$ cat config.mk
export PLATFORM = sky130hd
export DESIGN_NAME = ifetch_granule_seq
export DESIGN_NICKNAME = d
export VERILOG_FILES = /design/src/rtl/ifseq_pkg.sv /design/src/rtl/ifseq_align.sv /design/src/rtl/ifseq_ctrl.sv /design/src/rtl/ifseq_result.sv /design/src/rtl/ifetch_granule_seq.sv
export SDC_FILE = /design/constraint.sdc
export NUM_CORES = 1
export LEC_CHECK = 0
export BUFFER_PORTS_ARGS = -buffer_cell sky130_fd_sc_hd__buf_2
export CAP_MARGIN = 20
export CORE_MARGIN = 5
export CORE_UTILIZATION = 48
export CTS_BUF_LIST = sky130_fd_sc_hd__clkbuf_16
export CTS_CLUSTER_SIZE = 20
export DETAILED_ROUTE_END_ITERATION = 12
export PLACE_DENSITY_LB_ADDON = 0.3
export SLEW_MARGIN = 20
export SYNTH_ARGS = -nofsm -noshare
export SYNTH_HDL_FRONTEND = slang
export SYNTH_SLANG_ARGS = --single-unit
$ cat constraint.sdc
create_clock -name clk -period 2.2 [get_ports clk]
set_input_delay 0.33 -clock clk [delete_from_list [all_inputs] [get_ports clk]]
set_output_delay 0.33 -clock clk [all_outputs]
set_load 0.01 [all_outputs]
$ cat src/rtl/ifseq_pkg.sv
package ifseq_pkg;

   localparam int HALF_W = 16;
   localparam int INSN_W = 32;

   typedef enum logic [1:0] {
      KIND_SHORT = 2'b00,
      KIND_FULL  = 2'b01,
      KIND_FAULT = 2'b10,
      KIND_EXT   = 2'b11
   } fetch_kind_e;

   typedef enum logic [2:0] {
      ST_IDLE,
      ST_REQ_LO,
      ST_WAIT_LO,
      ST_REQ_HI,
      ST_WAIT_HI,
      ST_DONE
   } fetch_state_e;

   function automatic logic is_short(input logic [1:0] low_bits);
      return low_bits != 2'b11;
   endfunction

endpackage

$ cat src/rtl/ifseq_align.sv
module ifseq_align #(
   parameter bit HAS_RVC = 1'b1
) (
   input  logic [1:0] addr_lo,
   input  logic       rvc_en,
   output logic       misaligned
);

   generate
      if (HAS_RVC) begin : g_rvc
         assign misaligned = addr_lo[0] | (addr_lo[1] & ~rvc_en);
      end else begin : g_norvc
         logic unused_rvc;
         assign unused_rvc = rvc_en;
         assign misaligned = addr_lo[0] | addr_lo[1];
      end
   endgenerate

endmodule

$ cat src/rtl/ifseq_ctrl.sv
module ifseq_ctrl
   import ifseq_pkg::*;
#(
   parameter int ADDR_W  = 32,
   parameter int CAUSE_W = 4
) (
   input  logic               clk,
   input  logic               rst_n,
   input  logic               start_valid,
   input  logic [ADDR_W-1:0]  start_pc,
   output logic               start_ready,
   output logic [ADDR_W-1:0]  chk_addr,
   output logic [ADDR_W-1:0]  orig_pc,
   input  logic               hook_reject,
   input  logic [CAUSE_W-1:0] hook_code,
   input  logic [ADDR_W-1:0]  hook_fetch_addr,
   input  logic               misaligned,
   output logic               mreq_valid,
   output logic [ADDR_W-1:0]  mreq_addr,
   input  logic               mreq_ready,
   input  logic               mrsp_valid,
   input  logic               mrsp_fault,
   input  logic [CAUSE_W-1:0] mrsp_cause,
   input  logic [1:0]         mrsp_low_bits,
   output logic               lo_load,
   output logic               fin_valid,
   output fetch_kind_e        fin_kind,
   output logic [CAUSE_W-1:0] fin_cause,
   output logic [ADDR_W-1:0]  fin_addr
);

   localparam logic [ADDR_W-1:0]  HALF_STEP  = ADDR_W'(2);
   localparam logic [CAUSE_W-1:0] CAUSE_MISA = '0;

   fetch_state_e       state_q, state_d;
   logic [ADDR_W-1:0]  pc_q;
   logic [ADDR_W-1:0]  hi_pc;
   logic               on_hi;

   assign hi_pc       = pc_q + HALF_STEP;
   assign on_hi       = (state_q == ST_REQ_HI) || (state_q == ST_WAIT_HI);
   assign chk_addr    = on_hi ? hi_pc : pc_q;
   assign orig_pc     = pc_q;
   assign start_ready = (state_q == ST_IDLE);
   assign mreq_addr   = hook_fetch_addr;

   always_comb begin
      state_d    = state_q;
      mreq_valid = 1'b0;
      lo_load    = 1'b0;
      fin_valid  = 1'b0;
      fin_kind   = KIND_FAULT;
      fin_cause  = '0;
      fin_addr   = pc_q;
      unique case (state_q)
         ST_IDLE: begin
            if (start_valid) state_d = ST_REQ_LO;
         end
         ST_REQ_LO: begin
            if (hook_reject) begin
               fin_valid = 1'b1;
               fin_kind  = KIND_EXT;
               fin_cause = hook_code;
               state_d   = ST_DONE;
            end else if (misaligned) begin
               fin_valid = 1'b1;
               fin_kind  = KIND_FAULT;
               fin_cause = CAUSE_MISA;
               state_d   = ST_DONE;
            end else begin
               mreq_valid = 1'b1;
               if (mreq_ready) state_d = ST_WAIT_LO;
            end
         end
         ST_WAIT_LO: begin
            if (mrsp_valid) begin
               if (mrsp_fault) begin
                  fin_valid = 1'b1;
                  fin_kind  = KIND_FAULT;
                  fin_cause = mrsp_cause;
                  state_d   = ST_DONE;
               end else if (is_short(mrsp_low_bits)) begin
                  fin_valid = 1'b1;
                  fin_kind  = KIND_SHORT;
                  state_d   = ST_DONE;
               end else begin
                  lo_load = 1'b1;
                  state_d = ST_REQ_HI;
               end
            end
         end
         ST_REQ_HI: begin
            if (hook_reject) begin
               fin_valid = 1'b1;
               fin_kind  = KIND_EXT;
               fin_cause = hook_code;
               fin_addr  = hi_pc;
               state_d   = ST_DONE;
            end else begin
               mreq_valid = 1'b1;
               if (mreq_ready) state_d = ST_WAIT_HI;
            end
         end
         ST_WAIT_HI: begin
            if (mrsp_valid) begin
               fin_valid = 1'b1;
               fin_addr  = hi_pc;
               state_d   = ST_DONE;
               if (mrsp_fault) begin
                  fin_kind  = KIND_FAULT;
                  fin_cause = mrsp_cause;
               end else begin
                  fin_kind  = KIND_FULL;
               end
            end
         end
         ST_DONE: state_d = ST_IDLE;
         default: state_d = ST_IDLE;
      endcase
   end

   always_ff @(posedge clk) begin
      if (!rst_n) begin
         state_q <= ST_IDLE;
         pc_q    <= '0;
      end else begin
         state_q <= state_d;
         if (start_ready && start_valid) pc_q <= start_pc;
      end
   end

   // after an accepted request the controller waits for its response
   assert_one_req_per_half_R3: assert property (@(posedge clk) disable iff (!rst_n)
      (mreq_valid && mreq_ready) |=> !mreq_valid);

   // the checked address steps by one halfword when the upper granule is handled
   assert_hi_check_addr_R10: assert property (@(posedge clk) disable iff (!rst_n)
      lo_load |=> (chk_addr == orig_pc + HALF_STEP));

endmodule

$ cat src/rtl/ifseq_result.sv
module ifseq_result
   import ifseq_pkg::*;
#(
   parameter int ADDR_W  = 32,
   parameter int CAUSE_W = 4
) (
   input  logic               clk,
   input  logic               rst_n,
   input  logic               lo_load,
   input  logic               fin_valid,
   input  fetch_kind_e        fin_kind,
   input  logic [CAUSE_W-1:0] fin_cause,
   input  logic [ADDR_W-1:0]  fin_addr,
   input  logic [HALF_W-1:0]  rsp_data,
   output logic               res_valid,
   output logic [1:0]         res_kind,
   output logic [INSN_W-1:0]  res_insn,
   output logic [CAUSE_W-1:0] res_cause,
   output logic [ADDR_W-1:0]  res_addr
);

   logic [HALF_W-1:0] lo_q;
   logic [INSN_W-1:0] insn_d;

   always_comb begin
      unique case (fin_kind)
         KIND_SHORT: insn_d = {{(INSN_W-HALF_W){1'b0}}, rsp_data};
         KIND_FULL:  insn_d = {rsp_data, lo_q};
         default:    insn_d = '0;
      endcase
   end

   always_ff @(posedge clk) begin
      if (!rst_n) begin
         lo_q      <= '0;
         res_valid <= 1'b0;
         res_kind  <= KIND_SHORT;
         res_insn  <= '0;
         res_cause <= '0;
         res_addr  <= '0;
      end else begin
         res_valid <= fin_valid;
         if (lo_load) lo_q <= rsp_data;
         if (fin_valid) begin
            res_kind  <= fin_kind;
            res_insn  <= insn_d;
            res_cause <= fin_cause;
            res_addr  <= fin_addr;
         end
      end
   end

   assert_res_pulse_R8: assert property (@(posedge clk) disable iff (!rst_n)
      res_valid |=> !res_valid);

   assert_short_shape_R2: assert property (@(posedge clk) disable iff (!rst_n)
      (res_valid && res_kind == KIND_SHORT) |-> (res_insn[31:16] == '0 && res_insn[1:0] != 2'b11));

   assert_full_lo_kept_R3: assert property (@(posedge clk) disable iff (!rst_n)
      (res_valid && res_kind == KIND_FULL) |-> (res_insn[1:0] == 2'b11));

   assert_held_R8: assert property (@(posedge clk) disable iff (!rst_n)
      !fin_valid |=> $stable(res_insn) && $stable(res_addr) && $stable(res_kind));

endmodule

$ cat src/rtl/ifetch_granule_seq.sv
module ifetch_granule_seq
   import ifseq_pkg::*;
#(
   parameter int ADDR_W  = 32,
   parameter int CAUSE_W = 4,
   parameter bit HAS_RVC = 1'b1
) (
   input  logic               clk,
   input  logic               rst_n,
   input  logic               rvc_en,
   input  logic               start_valid,
   input  logic [ADDR_W-1:0]  start_pc,
   output logic               start_ready,
   output logic [ADDR_W-1:0]  hook_chk_addr,
   output logic [ADDR_W-1:0]  hook_orig_pc,
   input  logic               hook_reject,
   input  logic [CAUSE_W-1:0] hook_code,
   input  logic [ADDR_W-1:0]  hook_fetch_addr,
   output logic               mreq_valid,
   output logic [ADDR_W-1:0]  mreq_addr,
   input  logic               mreq_ready,
   input  logic               mrsp_valid,
   input  logic               mrsp_fault,
   input  logic [CAUSE_W-1:0] mrsp_cause,
   input  logic [15:0]        mrsp_data,
   output logic               res_valid,
   output logic [1:0]         res_kind,
   output logic [31:0]        res_insn,
   output logic [CAUSE_W-1:0] res_cause,
   output logic [ADDR_W-1:0]  res_addr
);

   generate
      if (ADDR_W < 8) begin : g_bad_addr_w
         $error("ifetch_granule_seq: ADDR_W must be at least 8");
      end
      if (CAUSE_W < 1) begin : g_bad_cause_w
         $error("ifetch_granule_seq: CAUSE_W must be at least 1");
      end
   endgenerate

   logic               misaligned;
   logic               lo_load;
   logic               fin_valid;
   fetch_kind_e        fin_kind;
   logic [CAUSE_W-1:0] fin_cause;
   logic [ADDR_W-1:0]  fin_addr;

   ifseq_align #(.HAS_RVC(HAS_RVC)) u_align (
      .addr_lo    (hook_fetch_addr[1:0]),
      .rvc_en     (rvc_en),
      .misaligned (misaligned)
   );

   ifseq_ctrl #(.ADDR_W(ADDR_W), .CAUSE_W(CAUSE_W)) u_ctrl (
      .clk             (clk),
      .rst_n           (rst_n),
      .start_valid     (start_valid),
      .start_pc        (start_pc),
      .start_ready     (start_ready),
      .chk_addr        (hook_chk_addr),
      .orig_pc         (hook_orig_pc),
      .hook_reject     (hook_reject),
      .hook_code       (hook_code),
      .hook_fetch_addr (hook_fetch_addr),
      .misaligned      (misaligned),
      .mreq_valid      (mreq_valid),
      .mreq_addr       (mreq_addr),
      .mreq_ready      (mreq_ready),
      .mrsp_valid      (mrsp_valid),
      .mrsp_fault      (mrsp_fault),
      .mrsp_cause      (mrsp_cause),
      .mrsp_low_bits   (mrsp_data[1:0]),
      .lo_load         (lo_load),
      .fin_valid       (fin_valid),
      .fin_kind        (fin_kind),
      .fin_cause       (fin_cause),
      .fin_addr        (fin_addr)
   );

   ifseq_result #(.ADDR_W(ADDR_W), .CAUSE_W(CAUSE_W)) u_result (
      .clk       (clk),
      .rst_n     (rst_n),
      .lo_load   (lo_load),
      .fin_valid (fin_valid),
      .fin_kind  (fin_kind),
      .fin_cause (fin_cause),
      .fin_addr  (fin_addr),
      .rsp_data  (mrsp_data),
      .res_valid (res_valid),
      .res_kind  (res_kind),
      .res_insn  (res_insn),
      .res_cause (res_cause),
      .res_addr  (res_addr)
   );

   assert_idle_after_result_R9: assert property (@(posedge clk) disable iff (!rst_n)
      res_valid |=> start_ready);

   assert_no_req_when_idle_R1: assert property (@(posedge clk) disable iff (!rst_n)
      start_ready |-> !mreq_valid);

   assert_misalign_blocks_req_R4: assert property (@(posedge clk) disable iff (!rst_n)
      (misaligned && !hook_reject && hook_chk_addr == hook_orig_pc && !start_ready)
         |-> !mreq_valid);

endmodule

[Yosys cells after proc, flatten, opt, wreduce, memory -nomap -nowiden]
Cells that the tools add are included.
Storage, ports and cells
  register bits after elaboration: 122
  output and inout bits: 169
  logic and storage cells: 73
Cells by class
  add/sub/neg operators: 1
  equal/unequal tests: 11
  multiplexer cells: 43
  bitwise logic cells: 3
  reduce and logical (&&, ||, !) cells: 7
Operators by type and width (count)
  one-hot mux 32 bit (2 select lines): 2
  two-way mux 32 bit: 3
  adder 32 x 2 -> 32 bit (second input constant): 1
  two-way mux 3 bit: 10
  two-way mux 1 bit: 15
  one-hot mux 3 bit (5 select lines): 1
  two-way mux 4 bit: 3
  two-way mux 2 bit: 5
  != test 2 bit (second input constant): 4
  one-hot mux 4 bit (2 select lines): 1
  equality test 3 x 2 -> 1 bit (second input constant): 2
  one-hot mux 2 bit (3 select lines): 1
  AND reduction 5 bit: 1
  != test 4 bit (second input constant): 1
  one-hot mux 1 bit (4 select lines): 1
  OR reduction 2 bit: 2
  equality test 3 x 1 -> 1 bit (second input constant): 1
  equality test 3 bit (second input constant): 1
  zero test 3 bit: 1
  != test 3 bit (second input constant): 1
  equality test 2 x 1 -> 1 bit (second input constant): 1
  zero test 2 bit: 1
  one-hot mux 1 bit (2 select lines): 1
  AND 1 bit: 1
  other kinds (4): 4

[Logic depth before layout (Yosys ltp)]
Gate-level depths: netlist (run 1).
  depth in word-level cells: 7
  depth in mapped cells: 9
  gate-level depth less buffers: 6

[Cells and area by module]
Synthesis (run 1) repeated with hierarchy kept, for this count alone.
Second synthesis, totals
  cells, all modules: 735
  area total of the unflattened synthesis: 6593.8 um^2
By module, submodules not included
  ifseq_ctrl: times used 1, cells an instance 464, area an instance 3355.7 um^2, seq. area each 700.7 um^2
  ifseq_result: times used 1, cells an instance 269, area an instance 3226.8 um^2, seq. area each 1741.7 um^2
  ifseq_align: times used 1, cells an instance 2, area an instance 11.3 um^2, seq. area each 0.0 um^2

[Worst setup path before layout (run 1)]
No wires, ideal clock.
  kind: flip-flop to output port
  start point: register u_ctrl.pc_q[6] (netlist: u_ctrl.orig_pc[6])
  end point: output hook_chk_addr[21]
  arrival time: 1.786 ns
  required time: 1.870 ns
  path slack: 0.084 ns
  stages on the path, launching flop included: 9
  path buffers: 3
  cell sequence: dfxtp_1 > buf_2 > and4_1 > buf_6 > and4_1 > buf_2 > nand3_1 > nor2_1 > xor2_1
On the way
  word-level cells in the longest chain between the ends: 2
RTL lines
  start: declaration: RTL line ifseq_ctrl.sv:36  | logic [ADDR_W-1:0] pc_q;
  start signal: assignment: RTL line ifseq_ctrl.sv:128  | if (start_ready && start_valid) pc_q <= start_pc;
  adder 32 x 2 -> 32 bit: RTL line ifseq_ctrl.sv:40  | assign hi_pc = pc_q + HALF_STEP;
  two-way mux 32 bit: RTL line ifseq_ctrl.sv:42  | assign chk_addr = on_hi ? hi_pc : pc_q;
  end: declaration: RTL line ifetch_granule_seq.sv:14  | output logic [ADDR_W-1:0] hook_chk_addr,
Every way passes these cells.

[Worst setup path in the final report (run 1)]
  start point: register u_ctrl.pc_q[1] (netlist: u_ctrl.orig_pc[1])
  end point: output hook_chk_addr[7]
Same word-level chain as after synthesis.

==> results.sh, run 1 <==
export IMPL_h_tree_depth=4
export IMPL_layout_drive_gt1_share=0.4197
export IMPL_place_gp_congestion=0.8812
export IMPL_async_flop_share=0
export IMPL_critPathLaunch="u_ctrl.orig_pc[1]"
export IMPL_whs_path_depth=3
export IMPL_reg2reg_from="u_ctrl.state_q[2]"
export IMPL_ir_worst_vdd_v=0.0004949
export IMPL_critical_path_max_stage_delay_ns=0.37
export IMPL_yosysWarnings=0
export IMPL_wl_per_cell_um=17.72
export IMPL_critPathKind="register to primary output"
export IMPL_cp_max_fo=4
export IMPL_cts_root_buffer="clkbuf_16"
export IMPL_rsz0062_at_grt="yes"
export IMPL_vias_per_cell=5.611
export IMPL_design_area_sq_um=8285
export IMPL_worst_hold_path_type="input port to register"
export IMPL_synth_edf_count=0
export IMPL_fmax_ghz=0.4172
export IMPL_grt_pass1_vias=5783
export IMPL_synth_cell_types=56
export IMPL_reg2regPathDepth=10
export IMPL_ys_seq_elements=122
export IMPL_synthFlopType="dfxtp_1"
export IMPL_cpMaxStageDelayCell="dfxtp_4"
export IMPL_hold_viol=0
export IMPL_cp_end_kind="primary output"
export IMPL_synthCells=718
export IMPL_hold_buffers=0
export IMPL_max_cap_violations=0
export IMPL_fin_crit_sh=1.090
export IMPL_p_leak_nw=3.735
export IMPL_rows=40
export IMPL_outcome="finished with violations"
export IMPL_vias=6256
export IMPL_hpwl_um=12780
export IMPL_period_needed_ns=2.397
export IMPL_core_area_sq_um=12060
export IMPL_layout_common_cells="buf_2, dfxtp_1, nand2_1"
export IMPL_finalSetupViolCount=23
export IMPL_first_pass_iters=6
export IMPL_grt_ovfl_total=0
export IMPL_seq_area_frac_synth=0.4121
export IMPL_post_route_util=0.6869
export IMPL_crit_arrival_ns=2.07
export IMPL_fp_dieH_um=121.1
export IMPL_reg2reg_slack_ns=0.07
export IMPL_cts_tree="done"
export IMPL_cts_max_path_buffers=2
export IMPL_fin_ws_ns=-0.1971
export IMPL_critPathTopFamily="buffers and inverters"
export IMPL_wirelength_um=19760
export IMPL_synthesis_nets=815
export IMPL_mostFrequentLayoutCell="buf_2"
export IMPL_finalMaxSlewViolations=0
export IMPL_antenna_found_initial=1
export IMPL_numCtsBuffers=17
export IMPL_hp_start="start_pc[12]"
export IMPL_ant_nets=0
export IMPL_drt_iter0_markers=532
export IMPL_startpoint_type="register"
export IMPL_worstPathRequired_ns=1.87
export IMPL_placed_area_sq_um=7082
export IMPL_pin_count=265
export IMPL_dieArea_sq_um=14670
export IMPL_crit_chain="ha_4, nand4_1, buf_6, buf_4, nor2_4, nand2_2, xnor2_1, buf_2"
export IMPL_nets=1030
export IMPL_syn_mean_instance_area_sq_um=8.255
export IMPL_synthToLayoutAreaGrowth_pct=39.79
export IMPL_worst_path_buf_inv=3
export IMPL_synth_area_sq_um=5927
export IMPL_fin_setup_tns_ns=-2.196
export IMPL_tightest_slew_ns=0.6893
export IMPL_violations="negative setup slack"
export IMPL_worstReg2RegEnd="u_result.res_addr[17]"
export IMPL_timing_slew_headroom=0.5400
export IMPL_pwr_density_cell_nw_per_um2=797.4
export IMPL_fin_skew_ns=0.01017
export IMPL_die_w_um=121.1
export IMPL_post_route_drc_count=0
export IMPL_clk_pin_slew_ns=0.05
export IMPL_grt_pass1_wl_um=29420
export IMPL_portBuffers=204
export IMPL_initial_utilization=0.4914
export IMPL_min_to="u_ctrl.orig_pc[12]"
export IMPL_clkSinkCount=122
export IMPL_track_usage=0.2517
export IMPL_clk_latency_ns=0.42
export IMPL_grt_max_degree=62
-- cell usage after synthesis (4+ instances only) --
master      n  area, sq um
nor2_1     93        349.1
o211ai_1    4        30.03
nand3_1    18        90.09
xor2_1     22        192.7
and3_1      9        56.30
dfxtp_1   122         2442
buf_2      20        100.1
a21oi_1    54        270.3
a211oi_1    7        52.55
xnor2_1    25        219.0
nand2_1    91        341.6
a22oi_1    18        135.1
nand4_1    22        137.6
and4_1      6        52.55
mux2i_1    15        150.1
or3_1       4        25.02
nand2b_1    5        31.28
buf_4      41        307.8
and2_1      4        25.02
a31oi_1     6        37.54
clkbuf_1   31        116.4
a222oi_1   20        200.2
o21ai_0    22        110.1
inv_1       7        26.28
nor3_1      9        45.04
-- cell families (layout without fill, tap and decap cells) --
family | Yosys count | count (layout) | synth area share
compound gates | 148 | 148 | 0.1664
buf+inv | 100 | 328 | 0.09479
simple gates | 284 | 284 | 0.2280
fa+ha+maj | 1 | 1 | 0.002111
xor+xnor | 47 | 47 | 0.06945
flops | 122 | 122 | 0.4121
other cells | 0 | 1 | 0
mux | 16 | 16 | 0.02723
-- area by class of cell --
type / count / area, sq um
clock inverter: 15 / 176.4
sequential: 122 / 2475
tap: 168 / 210.2
fill: 964 / 3776
timing repair buffer: 289 / 1747
multi-input combinational: 496 / 3223
clock buffer: 17 / 425.4
inverter: 7 / 26.28
antenna: 1 / 2.502
-- sequential cells by signal, indices dropped and copies added, names as in the netlist --
name,count
u_ctrl.orig_pc,32
u_ctrl.state_q,3
u_result.lo_q,16
u_result.res_addr,32
u_result.res_cause,4
u_result.res_insn,32
u_result.res_kind,2
u_result.res_valid,1
-- tightest hold or removal path: stages --
cell,delay [ns]
buf_2,0.09
nand2_1,0.04
a21oi_1,0.05
-- per-stage QoR --
| step | total power [mW] | hold WS [ns] | setup slack (ns) | instances |
|---|---|---|---|---|
| floorplan | 3.221 | 0.4410 | 0.08387 | 718 |
| global placement | 3.682 | 0.4422 | 0.1414 | 1053 |
| detailed placement | 3.689 | 0.4522 | 0.1001 | 1053 |
| CTS | 6.557 | 0.1211 | -0.09996 | 1095 |
| global route | 6.878 | 0.1287 | -0.2670 | 1115 |
| finish | 6.607 | 0.1395 | -0.1971 | 1115 |
-- timing repair --
action / CTS / global route
resized for setup: 51 / 53
setup buffers: 10 / 20
pin swaps: 21 / 31
endpoints found under the setup margin: 27 / 42
hold endpoints to repair: 0 / 0
-- routing by layer --
metal | track usage | wire length, um
met3 | 0.08578 | 1903
met2 | 0.4022 | 9238
met5 | 0 | 0
met1 | 0.3064 | 7936
met4 | 0.1119 | 685
-- worst max-delay path by stage --
stage,depth (start not counted),to
after floorplan,8,hook_chk_addr[21]
after global routing,8,hook_chk_addr[17]
final,8,hook_chk_addr[7]
after global placement,7,hook_chk_addr[15]
after detailed placement,6,hook_chk_addr[21]
after CTS,6,hook_chk_addr[28]
-- power by group --
part / switching [mW] / total, mW / internal (mW)
logic: 0.767 / 1.29 / 0.527
clock network: 1.06 / 2.84 / 1.78
registers: 0.108 / 2.47 / 2.37
total: 1.94 / 6.61 / 4.67
(Power assumes the default switching activity.)
==> run 2, diff against run 1 <==
Settings changed: BUFFER_PORTS_ARGS -buffer_cell sky130_fd_sc_hd__buf_2 to default, CORE_UTILIZATION 48 to 60, DONT_BUFFER_PORTS from default to 1, HOLD_SLACK_MARGIN from default to 0.15, SKIP_LAST_GASP from default to 1.
==> results.sh, run 2 (synthesized netlist as in run 1, its figures left out) <==
export IMPL_grt_max_degree=65
export IMPL_path_depth=7
export IMPL_top_usage_layer="met2"
export IMPL_cpMaxStageDelayCell="dfxtp_4"
export IMPL_cts_max_path_buffers=2
export IMPL_period_needed_ns=2.351
export IMPL_portBuffers=0
export IMPL_fmax_ghz=0.4254
export IMPL_clk_pin_slew_ns=0.06
export IMPL_dieArea_sq_um=11970
export IMPL_grt_pass1_wl_um=29430
export IMPL_nets=866
export IMPL_layout_drive_gt1_share=0.2225
export IMPL_numCtsBuffers=17
export IMPL_crit_chain="buf_6, and4_4, and3_4, buf_4, nand4_1, xnor2_2, buf_4"
export IMPL_num_antenna_cells=0
export IMPL_crit_arrival_ns=2.02
export IMPL_clk_latency_ns=0.41
export IMPL_cts_tree="done"
export IMPL_vias=5868
export IMPL_cp_max_fo=7
export IMPL_vias_per_cell=6.413
export IMPL_core_area_sq_um=9684
export IMPL_violations="negative setup slack"
export IMPL_whs_path_depth=2
export IMPL_hold_viol=0
export IMPL_met3_usage=0.1216
export IMPL_grt_pass1_vias=5671
export IMPL_worst_path_buf_inv=3
export IMPL_synthToLayoutAreaGrowth_pct=29.11
export IMPL_dp_cells=818
export IMPL_drt_iter0_markers=771
export IMPL_finalMaxSlewViolations=0
export IMPL_worst_hold_path_type="input port to register"
export IMPL_rsz0062_at_grt="yes"
export IMPL_ant_nets=0
export IMPL_first_pass_iters=6
export IMPL_track_usage=0.3152
export IMPL_fin_ws_ns=-0.1508
export IMPL_mostFrequentLayoutCell="dfxtp_1"
export IMPL_tightest_slew_ns=1.005
export IMPL_finalSetupViolCount=11
export IMPL_ir_worst_vdd_v=0.0004343
export IMPL_clkSinkCount=122
export IMPL_critical_path_max_stage_delay_ns=0.37
export IMPL_critPathTopFamily="simple AND/OR/NAND/NOR gates"
export IMPL_worstPathRequired_ns=1.87
export IMPL_wirelength_um=19620
export IMPL_fp_dieH_um=109.4
export IMPL_p_leak_nw=2.881
export IMPL_wl_per_cell_um=21.45
export IMPL_antenna_found_initial=0
export IMPL_post_route_util=0.7902
export IMPL_h_tree_depth=4
export IMPL_grt_ovfl_total=0
export IMPL_rows=36
export IMPL_critPathKind="register to primary output"
export IMPL_place_gp_congestion=0.9058
export IMPL_post_route_drc_count=0
export IMPL_max_cap_violations=0
export IMPL_pin_count=265
export IMPL_pwr_density_cell_nw_per_um2=821.1
export IMPL_multi_input_area_sq_um=3291
export IMPL_timing_slew_headroom=0.3276
export IMPL_layout_common_cells="dfxtp_1, nand2_1, nor2_1"
export IMPL_reg2regPathDepth=7
export IMPL_fin_cells=915
export IMPL_cts_root_buffer="clkbuf_16"
export IMPL_fin_setup_tns_ns=-1.090
export IMPL_fillers=566
export IMPL_cp_end_kind="primary output"
export IMPL_gr_usage_met2=0.5318
export IMPL_initial_utilization=0.6120
export IMPL_die_w_um=109.4
export IMPL_outcome="finished with violations"
export IMPL_fin_skew_ns=0.009051
export IMPL_grt_use_met1=0.3483
export IMPL_startpoint_type="register"
export IMPL_hold_slack_ns=0.1857
export IMPL_register_area_sq_um=2460
export IMPL_hpwl_um=11870
export IMPL_crit_top_cell="buf_4"
export IMPL_fin_crit_sh=1.069
## run 2: layout make-up
| cell class | instances | share of cell area |
|---|---|---|
| clock buffer | 17 | 0.05559 |
| tap | 133 | 0.02175 |
| clock inverter | 15 | 0.01962 |
| timing repair buffer | 125 | 0.1481 |
| inverter | 7 | 0.003434 |
| sequential | 122 | 0.3215 |
| multi-input combinational | 496 | 0.4300 |
## run 2: repair_timing
action / CTS / global route
endpoints found under the setup margin: 33 / 29
endpoints found under the hold margin: 104 / 0
buffers inserted: 6 / 2
resized for setup: 50 / 41
pin swaps: 11 / 22
hold buffers: 57 / 0
## run 2: where the power goes
group / total (mW) / switching, mW / internal [mW] / leakage, nW
logic: 1.06 / 0.643 / 0.412 / 1.61
registers: 2.56 / 0.194 / 2.36 / 0.997
clock network: 2.67 / 1.17 / 1.50 / 0.273
## run 2: worst paths after layout
| path | slack [ns] | end | start |
|---|---|---|---|
| setup reg to reg | 0.17 | u_result.res_cause[0] | u_ctrl.state_q[2] |
| hold reg to reg | 0.48 | u_result.lo_q[0] | u_result.lo_q[0] |
| setup / recovery | -0.15 | hook_chk_addr[20] | u_ctrl.orig_pc[1] |
| hold / removal | 0.19 | u_ctrl.state_q[0] | hook_reject |
## run 2: routing by layer
| layer | vias up | part of all wire |
|---|---|---|
| li1 | 2609 | - |
| met1 | 2766 | 0.35 |
| met2 | 418 | 0.50 |
| met3 | 75 | 0.11 |
| met4 | 0 | 0.039 |
| met5 | - | 0 |
## run 2: worst reg2reg max path, stage by stage, from the launching register on
cell      delay, ns
dfxtp_2        0.34
buf_4          0.17
nand2b_1       0.20
a211o_1        0.36
and3_4         0.24
buf_12         0.17
a222oi_1       0.37
nor2_1         0.07
## run 2: metrics by stage
stage / area, sq um / setup WS, ns / total power [mW]
final: 7652 / -0.1508 / 6.283
after detailed placement: 6035 / 0.04249 / 3.446
after floorplan: 5927 / 0.08387 / 3.221
after CTS: 7445 / -0.1241 / 6.229
after global routing: 7652 / -0.2666 / 6.520
after global placement: 6035 / 0.1459 / 3.414
